File: src/rtl/irq_pkg.sv
package irq_pkg;
  localparam int DW   = 8;
  localparam int NIRQ = DW;
  localparam int IDXW = $clog2(NIRQ);

  localparam int         START_BIT  = 4;
  localparam int         AUTO_BIT   = 1;
  localparam logic [7:0] SEL_PEND   = 8'h0A;
  localparam logic [7:0] SEL_SERV   = 8'h0B;
  localparam logic [4:0] EOI_PREFIX = 5'b01100;

  typedef enum logic [1:0] {
    ST_RUN,
    ST_BASE,
    ST_CASC,
    ST_MODE
  } setup_t;

  // Index of the lowest set bit (highest priority); 0 when none is set.
  function automatic logic [IDXW-1:0] top_level(input logic [NIRQ-1:0] v);
    logic [IDXW-1:0] r;
    r = '0;
    for (int i = NIRQ - 1; i >= 0; i--)
      if (v[i]) r = IDXW'(i);
    return r;
  endfunction

  function automatic logic [DW-1:0] make_vector(input logic [DW-1:0] base,
                                                input logic [IDXW-1:0] idx);
    return base + DW'(idx);
  endfunction
endpackage

File: src/rtl/irq_sync.sv
module irq_sync #(
  parameter int WIDTH = 8
) (
  input  logic             clk,
  input  logic             rst_n,
  input  logic [WIDTH-1:0] d,
  output logic [WIDTH-1:0] q
);
  logic [WIDTH-1:0] stage1;

  always_ff @(posedge clk) begin
    if (!rst_n) begin
      stage1 <= '0;
      q      <= '0;
    end else begin
      stage1 <= d;
      q      <= stage1;
    end
  end
endmodule

File: src/rtl/irq_regs.sv
module irq_regs
  import irq_pkg::*;
(
  input  logic            clk,
  input  logic            rst_n,
  input  logic            wr_i,
  input  logic            addr_i,
  input  logic [DW-1:0]   wdata_i,
  output logic [DW-1:0]   base_o,
  output logic [DW-1:0]   casc_o,
  output logic            auto_eoi_o,
  output logic [NIRQ-1:0] mask_o,
  output logic            show_serv_o,
  output logic            setup_start_o,
  output logic            eoi_hit_o,
  output logic [IDXW-1:0] eoi_lvl_o
);
  setup_t state;
  logic   cmd_wr, dat_wr;

  assign cmd_wr        = wr_i && !addr_i;
  assign dat_wr        = wr_i && addr_i;
  assign setup_start_o = cmd_wr && wdata_i[START_BIT];
  assign eoi_hit_o     = cmd_wr && (wdata_i[7:3] == EOI_PREFIX);
  assign eoi_lvl_o     = wdata_i[IDXW-1:0];

  always_ff @(posedge clk) begin
    if (!rst_n) begin
      state       <= ST_RUN;
      base_o      <= '0;
      casc_o      <= '0;
      auto_eoi_o  <= 1'b0;
      mask_o      <= '1;
      show_serv_o <= 1'b0;
    end else begin
      if (setup_start_o) begin
        state <= ST_BASE;
      end else if (cmd_wr) begin
        if (wdata_i == SEL_PEND) show_serv_o <= 1'b0;
        if (wdata_i == SEL_SERV) show_serv_o <= 1'b1;
      end
      if (dat_wr) begin
        unique case (state)
          ST_BASE: begin base_o <= wdata_i; state <= ST_CASC; end
          ST_CASC: begin casc_o <= wdata_i; state <= ST_MODE; end
          ST_MODE: begin auto_eoi_o <= wdata_i[AUTO_BIT]; state <= ST_RUN; end
          default: mask_o <= wdata_i[NIRQ-1:0];
        endcase
      end
    end
  end
endmodule

File: src/rtl/irq_resolve.sv
module irq_resolve
  import irq_pkg::*;
(
  input  logic [NIRQ-1:0] pend_i,
  input  logic [NIRQ-1:0] mask_i,
  input  logic [NIRQ-1:0] serv_i,
  output logic [NIRQ-1:0] elig_o,
  output logic            fire_o,
  output logic [IDXW-1:0] win_o
);
  logic [IDXW-1:0] serv_top;

  assign elig_o   = pend_i & ~mask_i;
  assign win_o    = top_level(elig_o);
  assign serv_top = top_level(serv_i);
  assign fire_o   = (|elig_o) && ((serv_i == '0) || (win_o < serv_top));
endmodule

File: src/rtl/prio_irq_ctrl.sv
module prio_irq_ctrl
  import irq_pkg::*;
(
  input  logic          clk,
  input  logic          rst_n,
  input  logic [7:0]    req_i,
  input  logic          wr_i,
  input  logic          rd_i,
  input  logic          addr_i,
  input  logic [7:0]    wdata_i,
  output logic [7:0]    rdata_o,
  input  logic          ack_i,
  output logic          vec_valid_o,
  output logic [7:0]    vec_o,
  output logic          int_o,
  output logic [7:0]    casc_o
);
  logic [NIRQ-1:0] pend_w, mask_w, serv_q, serv_d, elig_w, eoi_mask_w;
  logic [DW-1:0]   base_w;
  logic [IDXW-1:0] win_w, eoi_lvl_w;
  logic            auto_w, show_serv_w, setup_start_w, eoi_hit_w, fire_w;
  logic            take_w;

  irq_sync #(.WIDTH(NIRQ)) sync_i (
    .clk(clk), .rst_n(rst_n), .d(req_i), .q(pend_w)
  );

  irq_regs regs_i (
    .clk(clk), .rst_n(rst_n), .wr_i(wr_i), .addr_i(addr_i), .wdata_i(wdata_i),
    .base_o(base_w), .casc_o(casc_o), .auto_eoi_o(auto_w), .mask_o(mask_w),
    .show_serv_o(show_serv_w), .setup_start_o(setup_start_w),
    .eoi_hit_o(eoi_hit_w), .eoi_lvl_o(eoi_lvl_w)
  );

  irq_resolve res_i (
    .pend_i(pend_w), .mask_i(mask_w), .serv_i(serv_q),
    .elig_o(elig_w), .fire_o(fire_w), .win_o(win_w)
  );

  assign int_o      = fire_w;
  assign take_w     = ack_i && fire_w;
  assign eoi_mask_w = eoi_hit_w ? (NIRQ'(1) << eoi_lvl_w) : '0;

  always_comb begin
    serv_d = serv_q & ~eoi_mask_w;
    if (take_w && !auto_w) serv_d[win_w] = 1'b1;
    if (setup_start_w) serv_d = '0;
  end

  always_ff @(posedge clk) begin
    if (!rst_n) begin
      serv_q      <= '0;
      vec_valid_o <= 1'b0;
      vec_o       <= '0;
      rdata_o     <= '0;
    end else begin
      serv_q      <= serv_d;
      vec_valid_o <= ack_i;
      if (ack_i)
        vec_o <= make_vector(base_w, take_w ? win_w : IDXW'(NIRQ - 1));
      if (rd_i)
        rdata_o <= addr_i ? mask_w : (show_serv_w ? serv_q : pend_w);
    end
  end
endmodule

File: config.mk
export PLATFORM = sky130hd
export DESIGN_NAME = prio_irq_ctrl
export DESIGN_NICKNAME = d
export VERILOG_FILES = /design/src/rtl/irq_pkg.sv /design/src/rtl/irq_sync.sv /design/src/rtl/irq_regs.sv /design/src/rtl/irq_resolve.sv /design/src/rtl/prio_irq_ctrl.sv
export SDC_FILE = /design/constraint.sdc
export NUM_CORES = 1
export LEC_CHECK = 0
export BUFFER_PORTS_ARGS = -buffer_cell sky130_fd_sc_hd__buf_2
export CAP_MARGIN = 10
export CORE_MARGIN = 2
export CORE_UTILIZATION = 30
export DETAILED_ROUTE_END_ITERATION = 16
export SETUP_SLACK_MARGIN = 0.5
export SYNTH_ARGS = -nofsm -noshare
export SYNTH_HDL_FRONTEND = slang
export SYNTH_HIERARCHICAL = 1
export SYNTH_SLANG_ARGS = --single-unit
File: constraint.sdc
create_clock -name clk -period 4.8 [get_ports clk]
set_input_delay 0.24 -clock clk [delete_from_list [all_inputs] [get_ports clk]]
set_output_delay 0.24 -clock clk [all_outputs]
set_load 0.005 [all_outputs]
==> summary.md, run 1 <==
| Metric | Value |
|---|---|
| Syn Area/Cell | 9.16 µm² |
| Placed cells | around 520 |
| Clock sink total | 69 |
| Total gr overflow | 0 |
| Unrepaired setup endpoints after global routing | no |
| Number of port buffers | 47 |
| Final Non-Filler Cells | 534 |
| Cells after synthesis | 352 |
| Max_cap viols | 0 |
| Die height | 108 µm |
| Area Overhead vs Synth | 16.4% |
| Remaining antenna violation count after routing | 0 |
| Startpoint types | flop |
| Fraction of layout cells with a size suffix above 1 | 0.219 |
| H-tree Lvls | 3 |
| Placer Congestion | approximately 0.85 |
| Synth Warn # | 6 |
| Clock transition at path regs | approximately 0.08 ns |
| CTS tree | yes |
| Initial antenna violation count | 0 |
| Worst VDD drop | 0.126 mV |
| Via count | 2533 |
| Status | complete, no violations |
| CP endpoint kind | flop |
| Max Clk Rate | around 260 MHz |
| Num ports | 48 |
| Overall routing resource usage | 0.133 |
| HPWL Detailed | 5310 µm |
| Core area | 0.0104 mm² |
| Initial DRC Count | 112 |
| Worst Path Class, Setup | flop to flop |
| Setup WS post-layout | 0.885 ns |
| Placed inst area | 0.00354 mm² |
| # fillers | ~1100 |
| Max clock buf depth | 2 |
| Max-slew violation count | 0 |
| Cell area after layout | 0.00375 mm² |
| Final Hold Viols | 0 |
| R2r setup slk | a little under 0.9 ns |
| Die Area | roughly 0.012 mm² |
| Largest stage delay on the critical path | between 0.4 and 0.5 ns |
| CTS root buf | clkbuf_8 |
| Setup TNS | 0 ns |
| Pre-Repair DR Iteration Count | 4 |
| Top delay family on crit path | simple AND/OR/NAND/NOR gates |
| Crit path DAT | 4.19 ns |
| Die X | 108 µm |
| CTS buffer count | 9 |
| Nets | 425 |
| Vias per Instance | 4.74 |
| First-pass GRT wire length | 12000 µm |
| Crit path cell chain | nand2b_4 > inv_1 > or2_1 > nor3_1 > nor2b_2 > ha_1 > a211o_1 > nor3_1 > a2bb2oi_2 > nand2_1 > or2_2 > ha_1 > fa_1 > a21oi_1 > o21ai_0 > a31oi_1 |
| Initial Util | 0.311 |
| Worst Skew | approximately 0.0065 ns |
| Worst Path Required | 5.08 ns |
| CP Max Fanout | 4 |
| DRC | 0 |
| Hold Crit Class | input port to flop |
| Row cnt | 37 |
| Syn Nets | 384 |
| Largest net degree at the start of global routing | slightly above 40 |
| Worst path bufs/invs | 1 |
| PwrDens | roughly 330 mW/mm² |
| Fin crit period | 3.91 ns |
| Antenna Cells | 0 |
| Static Leak | 1.63 nW |
| Synthesized area | around 0.0032 mm² |
| Crit-path slowest cell | fa_1 |
| Clock latency on the worst-skew pair | 0.35 ns |
| Worst-margin pin slew | 0.595 ns |
| Final worst-path cycle share | 0.816 |
| Post-cts sizing count | 0 |
| Vias in the first global route | between 2000 and 2500 |
| Total power | 1.23 mW |
| Post-Route WL | roughly 7300 µm |
| Hold_buf cts | 0 |
| DP Worst Slack | approximately 0.86 ns |
| Drt wl/cell | 13.7 µm |
| Final number of setup-violating endpoints | 0 |
| Post-CTS Setup Bufs | 0 |
| Normalized max-slew margin | 0.603 |
-- state kept, by name (all words and copies together), names as in the netlist --
register and flops:
rdata_o 8, regs_i/auto_eoi_o 1, regs_i/base_o 8, regs_i/casc_o 8, regs_i/mask_o 8, regs_i/show_serv_o 1
regs_i/state 2, serv_q 8, sync_i/q 8, sync_i/stage1 8, vec_o 8, vec_valid_o 1
-- final cells by class --
class	instances	area, µm²	area share
Inverter	6	22.5	0.00600
Sequential cell	69	1380	0.368
Clock buffer	10	138	0.0367
Multi-Input combinational cell	259	1730	0.461
Clock inverter	6	70.1	0.0187
Tap cell	136	170	0.0453
Timing Repair Buffer	48	243	0.0647
-- metrics by stage --
| stage | hold slack [ns] | utilization |
|---|---|---|
| finish | 0.105 | 0.362 |
| global route | 0.0979 | 0.362 |
| CTS | 0.0896 | 0.361 |
| detailed placement | 0.421 | 0.341 |
| global placement | 0.424 | 0.341 |
| floorplan | 0.364 | - |
-- power breakdown --
part | leakage (nW) | internal (mW) | switching [mW]
clock | 0.0955 | 0.257 | 0.236
combinational | 0.966 | 0.0569 | 0.0694
sequential | 0.565 | 0.596 | 0.0143
-- cells in the final DEF (no fill, tap or decap), types with 3 or more instances in the layout --
cell        instances
dfxtp_1            69
buf_2              47
nand2_1            43
nor2b_1            35
mux2i_1            28
o21ai_0            23
nand3_1            17
a21oi_1            12
and2_2             12
clkbuf_8           10
nor2_1              9
ha_1                9
a22o_1              8
inv_1               6
nand2b_1            6
and2_1              6
o31ai_1             5
or3_1               4
a31oi_1             4
nor3_1              4
or2_2               3
clkinvlp_4          3
-- path summary, 6_finish.rpt --
check / end / cells after the start / from
max: vec_o[4] / 16 / regs_i/mask_o[0]
min: sync_i/stage1[7] / 2 / req_i[7]
max reg2reg: vec_o[4] / 16 / regs_i/mask_o[0]
min reg2reg: sync_i/q[4] / 1 / sync_i/stage1[4]
-- per-layer routing --
metal / track usage / routed length (µm)
met1: 0.182 / 3700
met2: 0.197 / 3170
met3: 0.0303 / 316
met4: 0.0668 / 136
met5: 0 / 0
-- worst reg2reg max path: stages (launching register included) --
cell and delay (ns):
dfxtp_1 0.36, nand2b_4 0.14, inv_1 0.04, or2_1 0.23, nor3_1 0.28, nor2b_2 0.27
ha_1 0.27, a211o_1 0.29, nor3_1 0.24, a2bb2oi_2 0.21, nand2_1 0.09, or2_2 0.29
ha_1 0.22, fa_1 0.41, a21oi_1 0.23, o21ai_0 0.11, a31oi_1 0.17
No activity file was read; power rests on OpenSTA's default activity.
==> run 2: changes to the inputs <==
==> constraint.sdc (replaced) <==
create_clock -name clk -period 4 [get_ports clk]
set_input_delay 0.2 -clock clk [delete_from_list [all_inputs] [get_ports clk]]
set_output_delay 0.2 -clock clk [all_outputs]
set_load 0.005 [all_outputs]
==> summary.md, run 2 (same netlist as run 1, synthesis figures left out) <==
| Metric | Value |
|---|---|
| Status | complete, no violations |
| Drt wl/cell | 14.1 µm |
| Num ports | 48 |
| Max Clk Rate | roughly 300 MHz |
| Worst Reg-to-Reg Cells | 14 |
| Max-slew violation count | 0 |
| Crit path DAT | 3.60 ns |
| Static Leak | 1.69 nW |
| Clock transition at path regs | approximately 0.08 ns |
| Die height | 108 µm |
| Nets | 431 |
| Area Overhead vs Synth | 22.0% |
| PwrDens | 376 mW/mm² |
| DRC | 0 |
| # fillers | 1085 |
| Final number of setup-violating endpoints | 0 |
| First-pass GRT wire length | 12500 µm |
| Clock sink total | 69 |
| Setup TNS | 0 ns |
| Worst Path Class, Setup | flop to flop |
| Via count | 2583 |
| Hold Path Depth | 2 |
| Fraction of layout cells with a size suffix above 1 | 0.272 |
| Worst-margin pin slew | 0.738 ns |
| Final worst-path cycle share | 0.830 |
| CP endpoint kind | flop |
| Initial DRC Count | 110 |
| Initial Util | 0.311 |
| Startpoint types | flop |
| Normalized max-slew margin | 0.508 |
| Max clock buf depth | 2 |
| Reg area | 0.00138 mm² |
| CTS buffer count | 9 |
| Most common cell after layout, fill and taps aside | dfxtp_1 |
| Die Area | ~0.012 mm² |
| Most frequent cells in the layout | dfxtp_1, buf_2, nand2_1, nor2b_1, mux2i_1 |
| Unrepaired setup endpoints after global routing | yes |
| Area occupied by multi-input gates | 0.00186 mm² |
| Core area | 0.0104 mm² |
| CTS root buf | clkbuf_8 |
| Hold Crit Class | input port to flop |
| Final Hold Viols | 0 |
| Total gr overflow | 0 |
| Crit-path slowest cell | or4_1 |
| Die X | 108 µm |
| Cell area after layout | 0.00394 mm² |
| Worst VDD drop | ~0.14 mV |
| Post-Route WL | around 7600 µm |
| R2r setup slk | 0.68 ns |
| Worst Path Required | approximately 4.3 ns |
| Placer Congestion | ~0.84 |
| HPWL Detailed | 5410 µm |
| Hold_buf cts | 0 |
| Crit path cell chain | nor2b_1 > or2_4 > nor3_4 > nor2b_4 > ha_4 > a211o_1 > nor3_2 > a2bb2oi_2 > nand2_2 > or2_4 > ha_4 > nor2_4 > or4_1 > a31oi_1 |
| Vias in the first global route | around 2500 |
| Clock latency on the worst-skew pair | ~0.35 ns |
| Antenna Cells | 0 |
| Worst Skew | 0.0108 ns |
| Initial antenna violation count | 0 |
| CTS tree | yes |
| Remaining antenna violation count after routing | 0 |
| Number of port buffers | 47 |
| Vias per Instance | 4.78 |
| H-tree Lvls | 3 |
| Overall routing resource usage | 0.139 |
| Placed inst area | 0.00355 mm² |
| Max_cap viols | 0 |
| CP Max Fanout | 5 |
| Pre-Repair DR Iteration Count | 4 |
| Largest net degree at the start of global routing | 53 |
| Row cnt | 37 |
| Fin crit period | about 3.3 ns |
| Largest stage delay on the critical path | 0.45 ns |
[run 2: changes by cell type in the layout (fill, tap and decap cells not counted), moves of 2 or more]
cell,previous run,this run
or2_2,3,0
nor3_1,4,1
nor3_2,0,2
ha_4,0,4
ha_1,9,5
nor2_1,9,7
or2_4,0,4
buf_4,1,6
nor2_4,0,2
[run 2: cell type report]
cell class | count | area share
clock buffers | 9 | 0.0315
multi-input cells | 259 | 0.473
well taps | 136 | 0.0432
clock inverters | 7 | 0.0191
inverters | 6 | 0.00572
repair buffers | 54 | 0.0763
flip-flops and latches | 69 | 0.351
[run 2: critical path, delay by kind of cell, from the launching register on]
family | cells | cell delay (ns)
flops | 1 | 0.33
simple gates | 9 | 1.80
fa+ha+maj | 2 | 0.52
compound gates | 3 | 0.61
[run 2: through the flow]
stage | hold slack [ns] | util | std cells | setup slack, ns | power (mW)
floorplan | 0.324 | - | 352 | 0.543 | 0.849
global placement | 0.423 | 0.342 | 518 | 0.372 | 0.897
detailed placement | 0.422 | 0.342 | 518 | 0.247 | 0.901
CTS | 0.0425 | 0.370 | 536 | 0.527 | 1.49
global route | 0.0456 | 0.380 | 540 | 0.480 | 1.56
finish | 0.0622 | 0.380 | 540 | 0.680 | 1.48
[run 2: what timing repair did]
item                                    4_1_cts  5_1_grt
endpoints found under the setup margin        7        7
buffers inserted                              2        4
pin swaps                                     4       19
cloned                                        0        0
resized for setup                            14       13
[run 2: power by group]
part | total (mW) | internal [mW] | switching, mW | leakage (nW)
registers | 0.734 | 0.716 | 0.0185 | 0.565
logic | 0.174 | 0.0842 | 0.0898 | 1.03
clock network | 0.572 | 0.289 | 0.283 | 0.0918
total | 1.48 | 1.09 | 0.391 | 1.69
[run 2: per-layer routing]
layer	track usage	vias to the layer above	wire (µm)
li1	-	1316	-
met3	0.0315	15	381
met4	0.0650	0	132
met2	0.209	69	3310
met1	0.189	1183	3820
met5	0	-	0
[run 2: path summary, 6_finish.rpt]
path | end | start
worst min-delay path | sync_i/stage1[1] | req_i[1]
worst min register to register | sync_i/q[2] | sync_i/stage1[2]
worst max-delay path | vec_o[7] | sync_i/q[1]
worst max register to register | vec_o[7] | sync_i/q[1]
==> run 3: changes to the inputs <==
--- a/config.mk
+++ b/config.mk
@@ -5,6 +5,7 @@
 export SDC_FILE = /design/constraint.sdc
 export NUM_CORES = 1
 export LEC_CHECK = 0
+export ABC_AREA = 1
 export BUFFER_PORTS_ARGS = -buffer_cell sky130_fd_sc_hd__buf_2
 export CAP_MARGIN = 10
 export CORE_MARGIN = 2
==> constraint.sdc (replaced) <==
create_clock -name clk -period 3.4 [get_ports clk]
set_input_delay 0.17 -clock clk [delete_from_list [all_inputs] [get_ports clk]]
set_output_delay 0.17 -clock clk [all_outputs]
set_load 0.005 [all_outputs]
==> summary.md, run 3 <==
| Metric | Value |
|---|---|
| Worst Path Class, Setup | flop to flop |
| Max clock buf depth | 2 |
| Num ports | 48 |
| Remaining antenna violation count after routing | 0 |
| HPWL Detailed | 5930 µm |
| Cell area after layout | 0.00415 mm² |
| H-tree Lvls | 3 |
| Crit path DAT | 3.15 ns |
| DRC | 0 |
| Vias in the first global route | 2933 |
| Unrepaired setup endpoints after global routing | yes |
| Initial Util | 0.305 |
| DP Worst Slack | roughly 0.44 ns |
| Cells after synthesis | 463 |
| Worst VDD drop | around 0.24 mV |
| Final Hold Viols | 0 |
| R2r startpoint | sync_i/q[7] |
| Max Clk Rate | 341 MHz |
| Number of port buffers | 47 |
| Die height | 111 µm |
| Antenna Cells | 0 |
| Syn Area/Cell | roughly 7.5 µm² |
| Placer Congestion | 0.871 |
| First-pass GRT wire length | 13700 µm |
| Status | complete, no violations |
| CTS buffer count | 9 |
| Worst reg2reg path endpoint | vec_o[6] |
| Total power | 1.92 mW |
| Normalized max-slew margin | 0.579 |
| Vias per Instance | 4.67 |
| Initial DRC Count | about 110 |
| Drt wl/cell | between 10 and 15 µm |
| Core area | 0.0113 mm² |
| Worst Path Required | 3.63 ns |
| Clock sink total | 69 |
| Fin crit period | 2.93 ns |
| Worst-margin pin slew | approximately 0.63 ns |
| Via count | 3090 |
| Critical path endpoint | vec_o[6] |
| Max_cap viols | 0 |
| Setup WS post-layout | 0.471 ns |
| Final worst-path cycle share | 0.861 |
| CP startpoint | sync_i/q[7] |
| Initial antenna violation count | 0 |
| Hold Startpoint | req_i[4] |
| Worst Skew | 0.00432 ns |
| CP Max Fanout | 3 |
| Hold Crit Class | input port to flop |
| Die Area | 0.0124 mm² |
| Overall routing resource usage | 0.136 |
| Final Non-Filler Cells | 661 |
| Row cnt | 39 |
| CTS root buf | clkbuf_16 |
| Total gr overflow | 0 |
| Most common cell after layout, fill and taps aside | nand2_1 |
| Clock transition at path regs | 0.05 ns |
| Startpoint types | flop |
| Max-slew violation count | 0 |
| R2r setup slk | 0.47 ns |
| Placed inst area | 0.00373 mm² |
| CTS tree | yes |
| Most frequent cells in the layout | nand2_1, inv_1, dfxtp_1, buf_2, nand3_1 |
| Static Leak | 1.91 nW |
| Synthesized area | 0.00346 mm² |
| Area Overhead vs Synth | 19.9% |
| PwrDens | around 460 mW/mm² |
| Fraction of layout cells with a size suffix above 1 | 0.278 |
| Worst Reg-to-Reg Cells | 21 |
| Clock latency on the worst-skew pair | 0.33 ns |
| Syn Nets | 495 |
| CP endpoint kind | flop |
| Largest net degree at the start of global routing | 32 |
| Synth Warn # | 6 |
| Placed cells | 636 |
| Nets | 546 |
| Final number of setup-violating endpoints | 0 |
| Post-Route WL | 8250 µm |
| Hold_ws | 0.0189 ns |
| Final Util | 0.366 |
| Pre-Repair DR Iteration Count | 4 |
| Setup TNS | 0 ns |
| Die X | 111 µm |
==> run 3: per-layer routing <==
metal / up-vias / global-route usage / routed length [µm]
li1: 1581 / - / -
met1: 1435 / 0.170 / 3820
met2: 63 / 0.227 / 3890
met3: 11 / 0.0294 / 387
met4: 0 / 0.0568 / 144
met5: - / 0 / 0
==> run 3: worst min path at each step <==
stage,endpoint,slack (ns),cells after the start
3_3_place_gp,sync_i/stage1[1],0.35,3
5_1_grt,sync_i/stage1[3],0.03,3
6_report,sync_i/stage1[4],0.02,3
3_5_place_dp,sync_i/stage1[4],0.35,3
2_1_floorplan,sync_i/stage1[2],0.26,2
4_1_cts,sync_i/stage1[4],0.008,3
==> run 3: area by class of cell <==
cell class	count	area [µm²]
inverters	82	315
clock buffers	13	250
fillers	1223	7180
flip-flops and latches	69	1390
repair buffers	60	333
well taps	143	179
multi-input cells	292	1670
clock inverters	2	10.0
==> run 3: critical path, stage by stage (launching register included) <==
cell	delay, ns
dfxtp_2	0.33
inv_2	0.04
o21ai_2	0.13
nand3_1	0.10
a311oi_2	0.30
ha_1	0.28
nand2_1	0.07
inv_2	0.04
nand2_2	0.05
nand2_2	0.06
a21oi_4	0.20
nand2_4	0.09
inv_2	0.08
nand2_2	0.06
ha_4	0.17
fa_2	0.36
nand2_1	0.09
nand2_1	0.07
nand3_1	0.09
nor2_1	0.05
o21ai_1	0.12
inv_1	0.04
==> run 3: timing repair <==
action                                 CTS  global route
pin swaps                               14            14
hold buffers                             0             0
setup endpoints to repair                5             7
resized for setup                       11            14
setup buffers                            4             6
endpoints found under the hold margin    0             0
==> run 3: where the power goes <==
| group | internal (mW) | switching, mW |
|---|---|---|
| registers | 0.848 | 0.0257 |
| clock network | 0.507 | 0.320 |
| logic | 0.0838 | 0.135 |
